==> config.mk <==
export PLATFORM = sky130hd
export DESIGN_NAME = ecc_err_logger
export DESIGN_NICKNAME = d
export VERILOG_FILES = /design/src/rtl/ecc_log_pkg.sv /design/src/rtl/ecc_log_regs.sv /design/src/rtl/ecc_log_fsm.sv /design/src/rtl/ecc_log_capture.sv /design/src/rtl/ecc_err_logger.sv
export SDC_FILE = /design/constraint.sdc
export NUM_CORES = 1
export LEC_CHECK = 0
export ABC_CLOCK_PERIOD_IN_PS = 3500
export BUFFER_PORTS_ARGS = -buffer_cell sky130_fd_sc_hd__buf_2
export CAP_MARGIN = 10
export CELL_PAD_IN_SITES_DETAIL_PLACEMENT = 0
export CELL_PAD_IN_SITES_GLOBAL_PLACEMENT = 2
export CORE_MARGIN = 3
export CORE_UTILIZATION = 26
export DETAILED_ROUTE_END_ITERATION = 12
export GPL_TIMING_DRIVEN = 0
export PLACE_DENSITY_LB_ADDON = 0.1
export SLEW_MARGIN = 40
export SYNTH_ARGS = -nofsm -noshare
export SYNTH_HDL_FRONTEND = slang
export SYNTH_SLANG_ARGS = --single-unit
==> constraint.sdc <==
create_clock -name clk -period 3.5 [get_ports clk]
set_clock_uncertainty 0.2 [all_clocks]
set_input_delay 0.175 -clock clk [delete_from_list [all_inputs] [get_ports clk]]
set_output_delay 0.175 -clock clk [all_outputs]
set_load 0.005 [all_outputs]
==> src/rtl/ecc_log_pkg.sv <==
package ecc_log_pkg;
    typedef enum logic [1:0] {
        S_EMPTY = 2'd0,
        S_SEC   = 2'd1,
        S_DED   = 2'd2
    } cap_state_e;

    localparam int unsigned A_CTRL = 0;
    localparam int unsigned A_STAT = 1;
    localparam int unsigned A_LOC  = 2;
    localparam int unsigned A_SYN0 = 3;

    localparam int unsigned C_ECC  = 0;
    localparam int unsigned C_SIE  = 1;
    localparam int unsigned C_DIE  = 2;
    localparam int unsigned C_HALF = 3;
    localparam int unsigned C_DIAG = 4;
    localparam int unsigned CTRL_W = 5;
endpackage

==> src/rtl/ecc_log_regs.sv <==
module ecc_log_regs
    import ecc_log_pkg::*;
#(
    parameter int unsigned ADDR_W = 3,
    parameter int unsigned DATA_W = 32,
    parameter int unsigned LOC_W  = 18,
    parameter int unsigned CHK_W  = 10,
    parameter int unsigned LANES  = 4
) (
    input  logic                     clk,
    input  logic                     rst_n,
    input  logic                     wr_en,
    input  logic [ADDR_W-1:0]        wr_addr,
    input  logic [DATA_W-1:0]        wr_data,
    input  logic [ADDR_W-1:0]        rd_addr,
    output logic [DATA_W-1:0]        rd_data,
    input  logic                     sec_flag,
    input  logic                     ded_flag,
    input  logic [LOC_W-1:0]         loc,
    input  logic [LANES*CHK_W-1:0]   syn_flat,
    output logic                     ecc_on,
    output logic                     sec_ie,
    output logic                     ded_ie,
    output logic                     half_sel,
    output logic                     diag_en,
    output logic                     clr_sec,
    output logic                     clr_ded
);
    localparam int unsigned PAIRS  = LANES / 2;
    localparam int unsigned PAIR_W = 2 * CHK_W;

    logic [CTRL_W-1:0] ctrl_q;

    always_ff @(posedge clk) begin
        if (!rst_n) begin
            ctrl_q <= '0;
        end else if (wr_en && wr_addr == ADDR_W'(A_CTRL)) begin
            ctrl_q <= wr_data[CTRL_W-1:0];
        end
    end

    assign ecc_on   = ctrl_q[C_ECC];
    assign sec_ie   = ctrl_q[C_SIE];
    assign ded_ie   = ctrl_q[C_DIE];
    assign half_sel = ctrl_q[C_HALF];
    assign diag_en  = ctrl_q[C_DIAG];

    assign clr_sec = wr_en && wr_addr == ADDR_W'(A_STAT) && wr_data[0];
    assign clr_ded = wr_en && wr_addr == ADDR_W'(A_STAT) && wr_data[1];

    always_comb begin
        rd_data = '0;
        if (rd_addr == ADDR_W'(A_CTRL)) begin
            rd_data[CTRL_W-1:0] = ctrl_q;
        end else if (rd_addr == ADDR_W'(A_STAT)) begin
            rd_data[1:0] = {ded_flag, sec_flag};
        end else if (rd_addr == ADDR_W'(A_LOC)) begin
            rd_data[LOC_W-1:0] = loc;
        end else begin
            for (int p = 0; p < PAIRS; p++) begin
                if (rd_addr == ADDR_W'(A_SYN0 + p)) begin
                    rd_data[PAIR_W-1:0] = syn_flat[p*PAIR_W +: PAIR_W];
                end
            end
        end
    end
endmodule

==> src/rtl/ecc_log_fsm.sv <==
module ecc_log_fsm
    import ecc_log_pkg::*;
#(
    parameter int unsigned LANES = 4
) (
    input  logic             clk,
    input  logic             rst_n,
    input  logic             ecc_on,
    input  logic             evt_valid,
    input  logic [LANES-1:0] evt_sec,
    input  logic [LANES-1:0] evt_ded,
    input  logic             clr_sec,
    input  logic             clr_ded,
    output logic             sec_flag,
    output logic             ded_flag,
    output logic             cap_sec,
    output logic             cap_ded
);
    cap_state_e state_q, state_d;
    logic       sec_q, sec_d;
    logic       any_sec, any_ded, keep_sec, keep_ded;

    always_ff @(posedge clk) begin
        if (!rst_n) begin
            state_q <= S_EMPTY;
            sec_q   <= 1'b0;
        end else begin
            state_q <= state_d;
            sec_q   <= sec_d;
        end
    end

    always_comb begin
        any_sec  = evt_valid && ecc_on && (|evt_sec);
        any_ded  = evt_valid && ecc_on && (|evt_ded);
        keep_sec = sec_q && !clr_sec;
        keep_ded = (state_q == S_DED) && !clr_ded;
        cap_ded  = any_ded && !keep_ded;
        cap_sec  = any_sec && !any_ded && !keep_sec && !keep_ded;
        sec_d    = keep_sec || any_sec;
        state_d  = state_q;
        unique case (state_q)
            S_EMPTY: begin
                if (any_ded)      state_d = S_DED;
                else if (any_sec) state_d = S_SEC;
            end
            S_SEC: begin
                if (any_ded)                  state_d = S_DED;
                else if (clr_sec && !any_sec) state_d = S_EMPTY;
            end
            S_DED: begin
                if (clr_ded && !any_ded)
                    state_d = sec_d ? S_SEC : S_EMPTY;
            end
            default: state_d = S_EMPTY;
        endcase
    end

    assign sec_flag = sec_q;
    assign ded_flag = (state_q == S_DED);

    p_sec_state_flag_r3: assert property (@(posedge clk) disable iff (!rst_n)
        (state_q == S_SEC) |-> sec_q);
    p_ded_overrides_r5: assert property (@(posedge clk) disable iff (!rst_n)
        (ecc_on && evt_valid && (|evt_ded)) |=> (state_q == S_DED));
    p_both_flags_r7: assert property (@(posedge clk) disable iff (!rst_n)
        (ecc_on && evt_valid && (|evt_ded) && (|evt_sec)) |=> (sec_q && state_q == S_DED));
    p_ded_falls_on_clear_r8: assert property (@(posedge clk) disable iff (!rst_n)
        $fell(ded_flag) |-> $past(clr_ded));
    p_off_no_set_r2: assert property (@(posedge clk) disable iff (!rst_n)
        (!ecc_on && !sec_q) |=> !sec_q);
endmodule

==> src/rtl/ecc_log_capture.sv <==
module ecc_log_capture #(
    parameter int unsigned LANES = 4,
    parameter int unsigned CHK_W = 10,
    parameter int unsigned IDX_W = 11,
    parameter int unsigned SET_W = 3,
    localparam int unsigned LOC_W = IDX_W + SET_W + LANES
) (
    input  logic                     clk,
    input  logic                     rst_n,
    input  logic                     cap,
    input  logic [IDX_W-1:0]         evt_idx,
    input  logic [SET_W-1:0]         evt_set,
    input  logic [LANES-1:0]         evt_mask,
    input  logic [LANES*CHK_W-1:0]   evt_syn,
    input  logic                     diag_ld,
    input  logic                     half_sel,
    input  logic [2*LANES*CHK_W-1:0] diag_chk,
    output logic [LOC_W-1:0]         loc,
    output logic [LANES*CHK_W-1:0]   syn_flat
);
    logic [LOC_W-1:0] loc_q;

    always_ff @(posedge clk) begin
        if (!rst_n)   loc_q <= '0;
        else if (cap) loc_q <= {evt_mask, evt_set, evt_idx};
    end
    assign loc = loc_q;

    for (genvar g = 0; g < LANES; g++) begin : g_lane
        logic [CHK_W-1:0] syn_q;
        always_ff @(posedge clk) begin
            if (!rst_n) begin
                syn_q <= '0;
            end else if (cap) begin
                syn_q <= evt_syn[g*CHK_W +: CHK_W];
            end else if (diag_ld) begin
                syn_q <= half_sel ? diag_chk[(g+LANES)*CHK_W +: CHK_W]
                                  : diag_chk[g*CHK_W +: CHK_W];
            end
        end
        assign syn_flat[g*CHK_W +: CHK_W] = syn_q;
    end

    p_hold_when_idle_r4: assert property (@(posedge clk) disable iff (!rst_n)
        (!cap && !diag_ld) |=> ($stable(loc_q) && $stable(syn_flat)));
    p_diag_keeps_loc_r10: assert property (@(posedge clk) disable iff (!rst_n)
        (diag_ld && !cap) |=> $stable(loc_q));
endmodule

==> src/rtl/ecc_err_logger.sv <==
module ecc_err_logger
    import ecc_log_pkg::*;
#(
    parameter int unsigned LANES  = 4,
    parameter int unsigned CHK_W  = 10,
    parameter int unsigned IDX_W  = 11,
    parameter int unsigned SET_W  = 3,
    parameter int unsigned ADDR_W = 3,
    parameter int unsigned DATA_W = 32
) (
    input  logic                     clk,
    input  logic                     rst_n,
    input  logic                     wr_en,
    input  logic [ADDR_W-1:0]        wr_addr,
    input  logic [DATA_W-1:0]        wr_data,
    input  logic [ADDR_W-1:0]        rd_addr,
    output logic [DATA_W-1:0]        rd_data,
    input  logic                     evt_valid,
    input  logic [IDX_W-1:0]         evt_idx,
    input  logic [SET_W-1:0]         evt_set,
    input  logic [LANES-1:0]         evt_sec,
    input  logic [LANES-1:0]         evt_ded,
    input  logic [LANES*CHK_W-1:0]   evt_syn,
    input  logic                     diag_load,
    input  logic [2*LANES*CHK_W-1:0] diag_chk,
    output logic                     irq_sec,
    output logic                     irq_ded
);
    localparam int unsigned LOC_W = IDX_W + SET_W + LANES;

    logic ecc_on, sec_ie, ded_ie, half_sel, diag_en;
    logic clr_sec, clr_ded, sec_flag, ded_flag, cap_sec, cap_ded, diag_ld;
    logic [LOC_W-1:0]       loc;
    logic [LANES*CHK_W-1:0] syn_flat;

    ecc_log_regs #(.ADDR_W(ADDR_W), .DATA_W(DATA_W), .LOC_W(LOC_W),
                   .CHK_W(CHK_W), .LANES(LANES)) u_regs (
        .clk(clk), .rst_n(rst_n), .wr_en(wr_en), .wr_addr(wr_addr),
        .wr_data(wr_data), .rd_addr(rd_addr), .rd_data(rd_data),
        .sec_flag(sec_flag), .ded_flag(ded_flag), .loc(loc), .syn_flat(syn_flat),
        .ecc_on(ecc_on), .sec_ie(sec_ie), .ded_ie(ded_ie), .half_sel(half_sel),
        .diag_en(diag_en), .clr_sec(clr_sec), .clr_ded(clr_ded));

    ecc_log_fsm #(.LANES(LANES)) u_fsm (
        .clk(clk), .rst_n(rst_n), .ecc_on(ecc_on), .evt_valid(evt_valid),
        .evt_sec(evt_sec), .evt_ded(evt_ded), .clr_sec(clr_sec), .clr_ded(clr_ded),
        .sec_flag(sec_flag), .ded_flag(ded_flag), .cap_sec(cap_sec), .cap_ded(cap_ded));

    assign diag_ld = diag_en && !ecc_on && diag_load;

    ecc_log_capture #(.LANES(LANES), .CHK_W(CHK_W), .IDX_W(IDX_W),
                      .SET_W(SET_W)) u_cap (
        .clk(clk), .rst_n(rst_n), .cap(cap_sec || cap_ded), .evt_idx(evt_idx),
        .evt_set(evt_set), .evt_mask(evt_sec | evt_ded), .evt_syn(evt_syn),
        .diag_ld(diag_ld), .half_sel(half_sel), .diag_chk(diag_chk),
        .loc(loc), .syn_flat(syn_flat));

    assign irq_sec = sec_flag && sec_ie;
    assign irq_ded = ded_flag && ded_ie;

    p_irq_needs_enable_r9: assert property (@(posedge clk) disable iff (!rst_n)
        $rose(irq_ded) |-> ded_ie);
    p_diag_only_when_off_r11: assert property (@(posedge clk) disable iff (!rst_n)
        (ecc_on && !cap_sec && !cap_ded) |=> $stable(syn_flat));
endmodule

==> key figures, run 1 <==
Finish
  • Area Growth Syn to Fin: 51.2%
  • Area of the multi-input gates: 2480 um2
  • Post-layout net count: 918
  • Fillcell total: 1590
  • FF+latch area: 1320 um2
  • Fraction of layout cells with a size suffix above 1: 29.7%
  • Ant diodes: 0
  • Final non-filler cell total: 921
  • Finished Cell Area: 6090 um2

Yosys
  • Syn Inst Count: 475
  • Mapped Avg Cell Area: 8.48 um2
  • Yosys warning total: 0
  • Yosys cell types: 32
  • Cell Area, Synth: 4030 um2
  • Seq cells post-synth: 66
  • Sequential fraction of the synthesis area: 32.8%

GRT
  • Largest net degree at the start of global routing: 11
  • Initial antenna violation count: 0
  • Vias in the first global route: 4259
  • First-pass GRT wire length: 22800 um
  • Tot GR Track Use: 17.4%
  • Grt total ovfl: 0

Floorplanning
  • DIE HEIGHT: 130 um
  • Initial core utilization: 27.1%
  • Ports: 219
  • Cell Rows: 44
  • Die W: 130 um
  • Area of the core: 14900 um2
  • Die ar.: 17000 um2

CTS
  • CTS max path bufs: 2
  • Post_cts resized: 0
  • Clock slew at reported path FFs: 0.05 ns
  • CTS buffer count: 9
  • Postcts setup bufs: 0
  • Clock Latency Late Sink: 0.32 ns
  • CTS Sinks: 66
  • Root Driver: clkbuf_16
  • H-tree depth: 3
  • TritonCTS clock tree: done

Timing
  • Fmax: 380 MHz
  • Worst slew pin tran: 0.830 ns
  • Max transition margin: 44.6%
  • Tcrit/Tclk final: 75.3%
  • Pins Over Slew Limit: 0
  • Post-route minimum period: 2.64 ns
  • Fin. Hold Viols: 0
  • RSZ-0062 raised after global routing: no
  • Final worst-path setup slack: 0.865 ns
  • Final setup vio count: 0
  • Setup_tns: 0 ns

Setup path
  • R2R Setup Slk: 1.26 ns
  • Critical path peak fanout: 10
  • Worst setup startpoint: u_regs.ctrl_q[3]
  • RR Endpoint: u_cap.g_lane[2].syn_q[1]
  • Setup crit end kind: output port
  • Setup crit end: rd_data[3]
  • Worst reg2reg path depth: 6
  • CP required: 3.12 ns
  • CP startpoint kind: register
  • Reg2reg start: u_regs.ctrl_q[0]
  • Worst setup path class: register to output port
  • WP data arrival: 2.26 ns

Drt
  • DRT Wirelength: 15200 um
  • # DRC: 0
  • Post-DR wirelength/cell: 16.5 um
  • Final ANT Viol Nets: 0
  • Total number of vias: 4227
  • Via density: 4.59
  • DRT iter0 DRCs: 137
  • Pre-Repair DR Iteration Count: 5

Power
  • Pleak: 0.00248 uW
  • Worst VDD drop: 0.206 mV
  • Power per standard cell area: 333 nW/um2
  • Total power: 2030 uW

Worst hold path
  • HP Class: input port to register

Placed design
  • PortBufs: 177
  • Place WS: 1.13 ns
  • Inst Count DP: 847
  • Placed inst area: 5180 um2
  • Gp weighted congestion: 0.847
  • DP Wirelength: 11900 um

Run
  • Maxcap violations: 0

Run status
  • Status: finished clean
-- worst min-delay path by stage --
| stage | startpoint | end | slack, ns | cells after the start |
|---|---|---|---|---|
| 6_report | evt_sec[3] | u_fsm.sec_flag | 0.01 | 3 |
| 5_1_grt | evt_sec[3] | u_fsm.sec_flag | 0.03 | 3 |
| 4_1_cts | evt_sec[3] | u_fsm.sec_flag | 0.04 | 3 |
| 3_5_place_dp | wr_data[2] | u_regs.ctrl_q[2] | 0.22 | 3 |
| 3_3_place_gp | wr_data[4] | u_regs.ctrl_q[4] | 0.21 | 3 |
| 2_1_floorplan | evt_idx[0] | u_cap.loc[0] | 0.12 | 2 |
-- synth_stat cells --
| cell type | number | area (um2) |
|---|---|---|
| a21oi_1 | 4 | 20.0 |
| a221oi_1 | 1 | 8.76 |
| buf_1 | 3 | 11.3 |
| o21ai_0 | 18 | 90.1 |
| inv_1 | 2 | 7.51 |
| dfxtp_1 | 66 | 1320 |
| o41ai_1 | 1 | 8.76 |
| mux2i_1 | 126 | 1260 |
| o22ai_1 | 5 | 31.3 |
| o211ai_1 | 40 | 300 |
| a31oi_1 | 1 | 6.26 |
| or4_1 | 1 | 7.51 |
| and3b_1 | 1 | 8.76 |
| buf_6 | 3 | 33.8 |
| and2_1 | 4 | 25.0 |
| nand3b_1 | 1 | 7.51 |
| nor2b_1 | 3 | 18.8 |
| and4bb_2 | 1 | 12.5 |
| or2_2 | 1 | 6.26 |
| o32ai_1 | 1 | 8.76 |
| buf_2 | 6 | 30.0 |
| nor2_1 | 8 | 30.0 |
| conb_1 | 1 | 3.75 |
| nand2_1 | 131 | 492 |
| a21boi_1 | 1 | 7.51 |
| clkbuf_1 | 26 | 97.6 |
| nor4b_2 | 1 | 15.0 |
| clkinv_1 | 1 | 3.75 |
| a32o_1 | 2 | 20.0 |
| or4_4 | 1 | 11.3 |
| buf_4 | 12 | 90.1 |
| a221oi_2 | 2 | 30.0 |
-- routing by layer --
metal	global-route usage (%)	vias to the layer above	wire (um)
li1	-	2173	-
met4	5.20	0	207
met2	28.3	141	6920
met5	0	-	0
met1	23.8	1899	7210
met3	2.76	14	853
-- flip-flops by register name, summed over array words and instances, names as in the netlist --
register and cells:
u_fsm.state_q 2, u_regs.ctrl_q 5, u_cap.loc 18, u_fsm.sec_flag 1, u_cap.g_lane.syn_q 40
-- critical path: stages (launching register included) --
cell      delay (ns)
dfxtp_1         0.30
clkbuf_1        0.36
buf_1           0.66
mux2i_1         0.22
o22ai_1         0.24
buf_2           0.16
-- power breakdown --
group	internal [uW]	switching [uW]
logic	173	144
clock network	605	324
registers	770	11.4
total	1550	480
-- area by class of cell --
cell class / instances / share of cell area [%]
multi-input cells: 367 / 40.7
repair buffers: 236 / 24.3
flip-flops and latches: 66 / 21.7
clock buffers: 13 / 4.44
plain buffers: 50 / 4.32
well taps: 184 / 3.78
clock inverters: 2 / 0.576
inverters: 3 / 0.185
-- kinds of logic (layout without fill, tap and decap cells) --
family | count (synthesis) | after routing | share of synthesized area, %
buffers and inverters | 53 | 304 | 6.81
and+or+nand+nor | 153 | 153 | 15.8
AOI/OAI and AO/OA | 76 | 76 | 13.2
muxes | 126 | 126 | 31.3
other | 1 | 12 | 0.0931
DFF | 66 | 66 | 32.8
-- per-stage QoR --
step | hold WS, ns | util, %
5_1_grt | 0.0258 | 41.0
3_3_place_gp | 0.212 | 34.9
6_report | 0.0111 | 41.0
4_1_cts | 0.0416 | 40.9
3_5_place_dp | 0.219 | 34.9
2_1_floorplan | 0.117 | -
-- cells in the final DEF, fill, tap and decap left out, drive strengths merged, types with 2 or more instances in the layout --
master / n
a21oi: 4
conb: 12
clkinv: 2
or4: 2
nor2: 8
inv: 2
nand2: 131
a221oi: 3
mux2i: 126
o211ai: 40
clkbuf: 39
a32o: 2
buf: 201
o21ai: 18
dfxtp: 66
nor2b: 3
and2: 4
dlygate4sd3: 59
o22ai: 5
-- what timing repair did --
action,4_1_cts,5_1_grt
hold buffers,59,0
setup endpoints to repair,0,0
endpoints found under the hold margin,60,0
(Power assumes the default switching activity.)
==> inputs of run 2 (changes only) <==
Settings changed: ABC_CLOCK_PERIOD_IN_PS 3500 to 2700, CORE_UTILIZATION 26 to 24.
Clock period 3.5 ns to 2.7 ns, I/O delays scaled along.
==> run 2 against run 1 <==
Against the previous run: sequential cell count unchanged; critical path depth is the same; final cell count rose by 4.0%; total power rose by 29%; global-route usage decreased by 0.56 points; clock-buffer cell count decreased by 1; combinational power grew 31%; core utilization is 2.9 points lower; clock power increased by 28%; sequential power up 29%; via count rose by 0.90%; critical endpoint unchanged; largest cell class unchanged; highest routed layer unchanged.
==> key figures, run 2 (synthesis results as in run 1) <==
Timing
  • Post-route minimum period: 2.39 ns
  • Tcrit/Tclk final: 88.5%
  • Final worst-path setup slack: 0.311 ns
  • Fmax: 419 MHz
  • Fin. Hold Viols: 0
  • Final setup vio count: 0
  • Worst slew pin tran: 0.821 ns
  • RSZ-0062 raised after global routing: no
  • Setup_tns: 0 ns
  • Pins Over Slew Limit: 0
  • Max transition margin: 45.3%

Setup path
  • Crit path top cell by count: buf_2
  • CP startpoint kind: register
  • Setup crit end: rd_data[3]
  • CP required: 2.37 ns
  • Setup crit end kind: output port
  • Slowest CP cell: clkbuf_1
  • Slowest cell delay on critical path: 0.48 ns
  • R2R Setup Slk: 0.50 ns
  • Critical path peak fanout: 10
  • Worst setup path class: register to output port
  • Buffer and inverter count on the worst path: 3
  • Worst setup startpoint: u_regs.ctrl_q[3]
  • RR Endpoint: u_cap.g_lane[3].syn_q[2]
  • Worst reg2reg path depth: 6
  • Reg2reg start: u_regs.ctrl_q[0]
  • CP Depth: 5
  • WP data arrival: 2.05 ns
  • Cell Chain, Critical Path: clkbuf_1, buf_2, mux2i_1, o22ai_1, buf_2
  • Cell family with most CP delay: buffers and inverters

Worst hold path
  • HP Class: input port to register

Floorplanning
  • Ports: 219
  • DIE HEIGHT: 136 um
  • Initial core utilization: 24.9%
  • Die W: 136 um
  • Cell Rows: 46
  • Area of the core: 16200 um2
  • Die ar.: 18400 um2

Power
  • Power per standard cell area: 425 nW/um2
  • Pleak: 0.00248 uW
  • Worst VDD drop: 0.277 mV

GRT
  • Initial antenna violation count: 0
  • Tot GR Track Use: 16.8%
  • Grt total ovfl: 0
  • Largest net degree at the start of global routing: 12
  • First-pass GRT wire length: 23500 um
  • Vias in the first global route: 4329

CTS
  • CTS Sinks: 66
  • TritonCTS clock tree: done
  • Postcts setup bufs: 0
  • CTS max path bufs: 2
  • Clock Latency Late Sink: 0.33 ns
  • CTS buffer count: 9
  • H-tree depth: 3
  • Root Driver: clkbuf_16
  • Clock slew at reported path FFs: 0.05 ns

Finish
  • Area Growth Syn to Fin: 52.8%
  • Largest Register: u_cap.g_lane.syn_q
  • Fillcell total: 1720
  • Ant diodes: 0
  • FF+latch area: 1320 um2
  • Max reg flops: 40
  • Most frequent cells in the layout: 184 x buf_2, 131 x nand2_1, 126 x mux2i_1, 66 x dfxtp_1, 63 x dlygate4sd3_1
  • Post-layout net count: 922
  • Fraction of layout cells with a size suffix above 1: 29.5%
  • Most common cell after layout, fill and taps aside: buf_2
  • Area of the multi-input gates: 2470 um2

Drt
  • # DRC: 0
  • Via density: 4.45
  • Pre-Repair DR Iteration Count: 4
  • DRT Wirelength: 15700 um
  • DRT iter0 DRCs: 162
  • Final ANT Viol Nets: 0
  • Post-DR wirelength/cell: 16.4 um
  • Total number of vias: 4265

Placed design
  • PortBufs: 177
  • DP Wirelength: 12300 um
  • Gp weighted congestion: 0.784
  • Place WS: 0.296 ns

Run
  • Maxcap violations: 0

Run status
  • Status: finished clean
run 2: changes by cell type in the layout (fill, tap and decap cells not counted):
cell	change
buf_2	+1
buf_1	-1
clkinvlp_4	+1
clkbuf_1	+1
o41ai_1	+1
dlygate4sd3_1	+4
clkbuf_8	-2
clkinv_4	+1
o41ai_2	-1
run 2: cell type report:
type                       instances  share of cell area, %
multi-input combinational        367                   40.2
inverter                           3                  0.183
tap                              216                   4.39
clock inverter                     4                  0.834
buffer                            50                   4.29
sequential                        66                   21.5
timing repair buffer             240                   24.6
clock buffer                      12                   4.01
run 2: timing repair:
item,4_1_cts,5_1_grt
gates resized for setup,1,0
endpoints found under the hold margin,63,0
hold buffers,63,0
setup endpoints to repair,1,0
run 2: metal layers:
| metal | vias to the layer above | track usage [%] | share of wire, % |
|---|---|---|---|
| li1 | 2182 | - | - |
| met1 | 1936 | 23.2 | 48 |
| met2 | 134 | 27.3 | 46 |
| met3 | 13 | 2.49 | 5.3 |
| met4 | 0 | 5.10 | 1.1 |
| met5 | - | 0 | 0 |
run 2: worst min-delay path by stage:
stage,from,endpoint,cells past startpoint
floorplan,evt_idx[0],u_cap.loc[0],2
global placement,wr_data[4],u_regs.ctrl_q[4],3
detailed placement,wr_data[2],u_regs.ctrl_q[2],3
CTS,wr_addr[2],u_regs.ctrl_q[2],4
global route,evt_ded[3],u_cap.loc[17],3
finish,evt_ded[3],u_cap.loc[17],3
run 2: worst min-delay path, cell delays in order:
cell and delay [ns]:
buf_2 0.09, o21ai_0 0.13, mux2i_1 0.14
run 2: per-stage QoR:
| stage | total power (uW) | hold slack [ns] | util [%] | cells | cell area [um2] |
|---|---|---|---|---|---|
| finish | 2620 | 0.00340 | 38.0 | 958 | 6150 |
| global route | 2730 | 0.0114 | 38.0 | 958 | 6150 |
| CTS | 2650 | 0.00411 | 38.0 | 958 | 6150 |
| detailed placement | 1380 | 0.181 | 32.3 | 879 | 5220 |
| global placement | 1380 | 0.175 | 32.3 | 879 | 5220 |
| floorplan | 1200 | 0.0771 | - | 486 | 4070 |
run 2: power breakdown:
group          switching [uW]  internal, uW
registers                15.5           998
logic                     190           227
clock network             447           740
==> inputs of run 3 (changes only) <==
Settings changed: ABC_AREA set to 1, CORE_UTILIZATION 24 to 22, MAX_ROUTING_LAYER set to met4.
==> run 3 against run 2 <==
Against the previous run: clock power about the same; largest cell class unchanged; synthesized cell count is 39% higher; sequential share of layout area down 0.92 points; sequential power rose by 4%; area after synthesis grew 4.9%.
==> key figures, run 3 <==
Power
  • Pleak: 0.00335 uW
  • Internal power: 2070 uW
  • Total power: 2790 uW
  • Switching part of the total power: 26.0%
  • Power per standard cell area: 434 nW/um2
  • Worst VDD drop: 0.291 mV
  • Gate power share: 20.3%
  • Psw: 725 uW
  • Clock share of power: 42.1%
  • Sequential share of power: 37.6%

Drt
  • Met2 wire len: 7510 um
  • DRT Wirelength: 16300 um
  • DRT iter0 DRCs: 178
  • Pre-Repair DR Iteration Count: 4
  • Final ANT Viol Nets: 0
  • Total number of vias: 4924
  • Post-DR wirelength/cell: 13.9 um
  • DR WL met3: 967 um
  • Top sig layer: met4
  • # DRC: 0
  • WL met1: 7570 um
  • Via density: 4.22

Setup path
  • Setup crit end kind: register
  • Cell Chain, Critical Path: dlygate4sd3_1, buf_2, nor2_1, nand2_1, nand2_2, inv_1, nand2_1, nand2_1, nand2_4, buf_4, buf_4, nor3_1, dlygate4sd3_1, nor2_1
  • Worst setup path class: input port to register
  • Critical path peak fanout: 10
  • Slowest cell delay on critical path: 0.55 ns
  • CP Depth: 14
  • Crit path top cell by count: nand2_1
  • WP data arrival: 2.55 ns
  • Slowest CP cell: dlygate4sd3_1
  • Setup crit end: u_cap.loc[17]
  • Worst setup startpoint: evt_sec[2]
  • CP startpoint kind: input port
  • Buffer and inverter count on the worst path: 6
  • R2R Setup Slk: 0.28 ns
  • Worst reg2reg path depth: 12
  • Reg2reg start: u_regs.ctrl_q[0]
  • CP required: 2.78 ns
  • RR Endpoint: u_cap.loc[17]
  • Cell family with most CP delay: buffers and inverters

Finish
  • Fraction of layout cells with a size suffix above 1: 28.9%
  • Most frequent cells in the layout: 189 x buf_2, 155 x nand2_1, 95 x inv_1, 92 x nor2_1, 67 x dlygate4sd3_1
  • Max reg flops: 40
  • FF+latch area: 1320 um2
  • Largest Register: u_cap.g_lane.syn_q
  • Fillcell total: 2138
  • Area of the multi-input gates: 2290 um2
  • Ant diodes: 0
  • Most common cell after layout, fill and taps aside: buf_2
  • Area Growth Syn to Fin: 52.2%
  • Post-layout net count: 1112

Run
  • Maxcap violations: 0

GRT
  • Vias in the first global route: 4968
  • Grt total ovfl: 0
  • Largest net degree at the start of global routing: 11
  • Initial antenna violation count: 0
  • First-pass GRT wire length: 24800 um
  • Tot GR Track Use: 16.0%

CTS
  • Clock slew at reported path FFs: 0.05 ns
  • Clock Latency Late Sink: 0.34 ns
  • TritonCTS clock tree: done
  • Root Driver: clkbuf_16
  • H-tree depth: 3
  • CTS buffer count: 9
  • Postcts setup bufs: 0
  • CTS Sinks: 66
  • CTS max path bufs: 2

Yosys
  • Leading area contributor after synthesis: dfxtp_1
  • Post-synth ARST share: 0%
  • List of most frequent post-synthesis cells: 155 x nand2_1, 95 x inv_1, 92 x nor2_1, 66 x dfxtp_1, 61 x o21ai_0
  • Synth top area cells: dfxtp_1 31%, nand2_1 14%, mux2_2 11%, inv_1 8.4%, nor2_1 8.2%
  • Syn Inst Count: 660
  • Cell Area, Synth: 4220 um2
  • Yosys warning total: 0
  • Top-count cell post-synth: nand2_1
  • Mapped Avg Cell Area: 6.40 um2
  • Ys flop type: dfxtp_1
  • Seq cells post-synth: 66
  • Number of synthesized flops with an enable pin: 0
  • Post-synth top area share: 31.3%
  • Yosys cell types: 25
  • Sequential fraction of the synthesis area: 31.3%

Timing
  • RSZ-0062 raised after global routing: no
  • Setup_tns: 0 ns
  • Pins Over Slew Limit: 0
  • Post-route minimum period: 2.47 ns
  • Fin. Hold Viols: 0
  • Max transition margin: 53.6%
  • Worst slew pin tran: 0.696 ns
  • Final worst-path setup slack: 0.227 ns
  • Fmax: 404 MHz
  • Tcrit/Tclk final: 91.6%
  • Final setup vio count: 0

Placed design
  • PortBufs: 178
  • Gp weighted congestion: 0.821
  • Place WS: 0.479 ns
  • DP Wirelength: 13000 um

Worst hold path
  • Hold Crit Start: evt_valid
  • HP Class: input port to register

Floorplanning
  • Die ar.: 20900 um2
  • DIE HEIGHT: 145 um
  • Die W: 145 um
  • Initial core utilization: 22.5%
  • Area of the core: 18800 um2
  • Ports: 219
  • Cell Rows: 50

Run status
  • Status: finished clean
run 3: cell types whose count changed in the layout (fill, tap and decap cells not counted), sizes merged, moves of 46 or more:
cell / delta
nor2: +85
o21ai: +46
inv: +95
nand3: +49
mux2i: -126
run 3: worst min-delay path by stage:
stage	to	cells past startpoint
after global routing	u_fsm.sec_flag	5
after floorplan	u_regs.ctrl_q[1]	2
after CTS	u_fsm.sec_flag	5
after global placement	u_regs.ctrl_q[4]	3
final	u_fsm.sec_flag	5
after detailed placement	u_cap.loc[15]	3
run 3: metrics by stage:
step | cell area (um2) | hold slack (ns) | util [%] | cells
4_1_cts | 6420 | 0.00443 | 34.2 | 1166
3_5_place_dp | 5450 | 0.189 | 29.0 | 1083
6_report | 6430 | 0.0162 | 34.2 | 1166
5_1_grt | 6430 | 0.0587 | 34.2 | 1166
3_3_place_gp | 5450 | 0.187 | 29.0 | 1083
2_1_floorplan | 4270 | 0.0699 | - | 671
run 3: cells by family after synthesis:
kind of cell / Yosys count / share of synthesized area (%)
AOI/OAI and AO/OA: 94 / 12.9
and+or+nand+nor: 308 / 29.5
other: 1 / 0.0888
muxes: 40 / 10.7
buffers and inverters: 151 / 15.6
DFF: 66 / 31.3
run 3: tightest hold or removal path, cell delays in order:
cell and delay [ns]:
buf_2 0.10, nand2_1 0.05, inv_1 0.05, nand2_2 0.10, a21oi_1 0.07
run 3: metal layers:
layer	GRT usage, %	vias up
met1	20.1	2172
met4	3.29	0
met2	26.5	149
met5	-	-
met3	3.51	14
li1	-	2589
run 3: final cells by class:
cell class,instances,share of cell area [%]
Multi-Input combinational cell,454,35.6
Timing Repair Buffer,245,24.3
Sequential cell,66,20.6
Inverter,98,5.72
Clock buffer,15,4.63
Tap cell,234,4.56
Buffer,53,4.54
Clock inverter,1,0.0779
run 3: repair_timing:
item                                    4_1_cts  5_1_grt
gates resized for setup                       0        1
endpoints found under the setup margin        0        4
hold buffers                                 67        0
hold endpoints to repair                     65        0
run 3: power groups by stage:
stage | sequential, uW | clock (uW) | combinational (uW)
after global routing | 1060 | 1260 | 646
final | 1050 | 1180 | 567
after CTS | 1050 | 1220 | 575
after floorplan | 1070 | 0 | 288
after global placement | 1070 | 0 | 495
after detailed placement | 1070 | 0 | 499
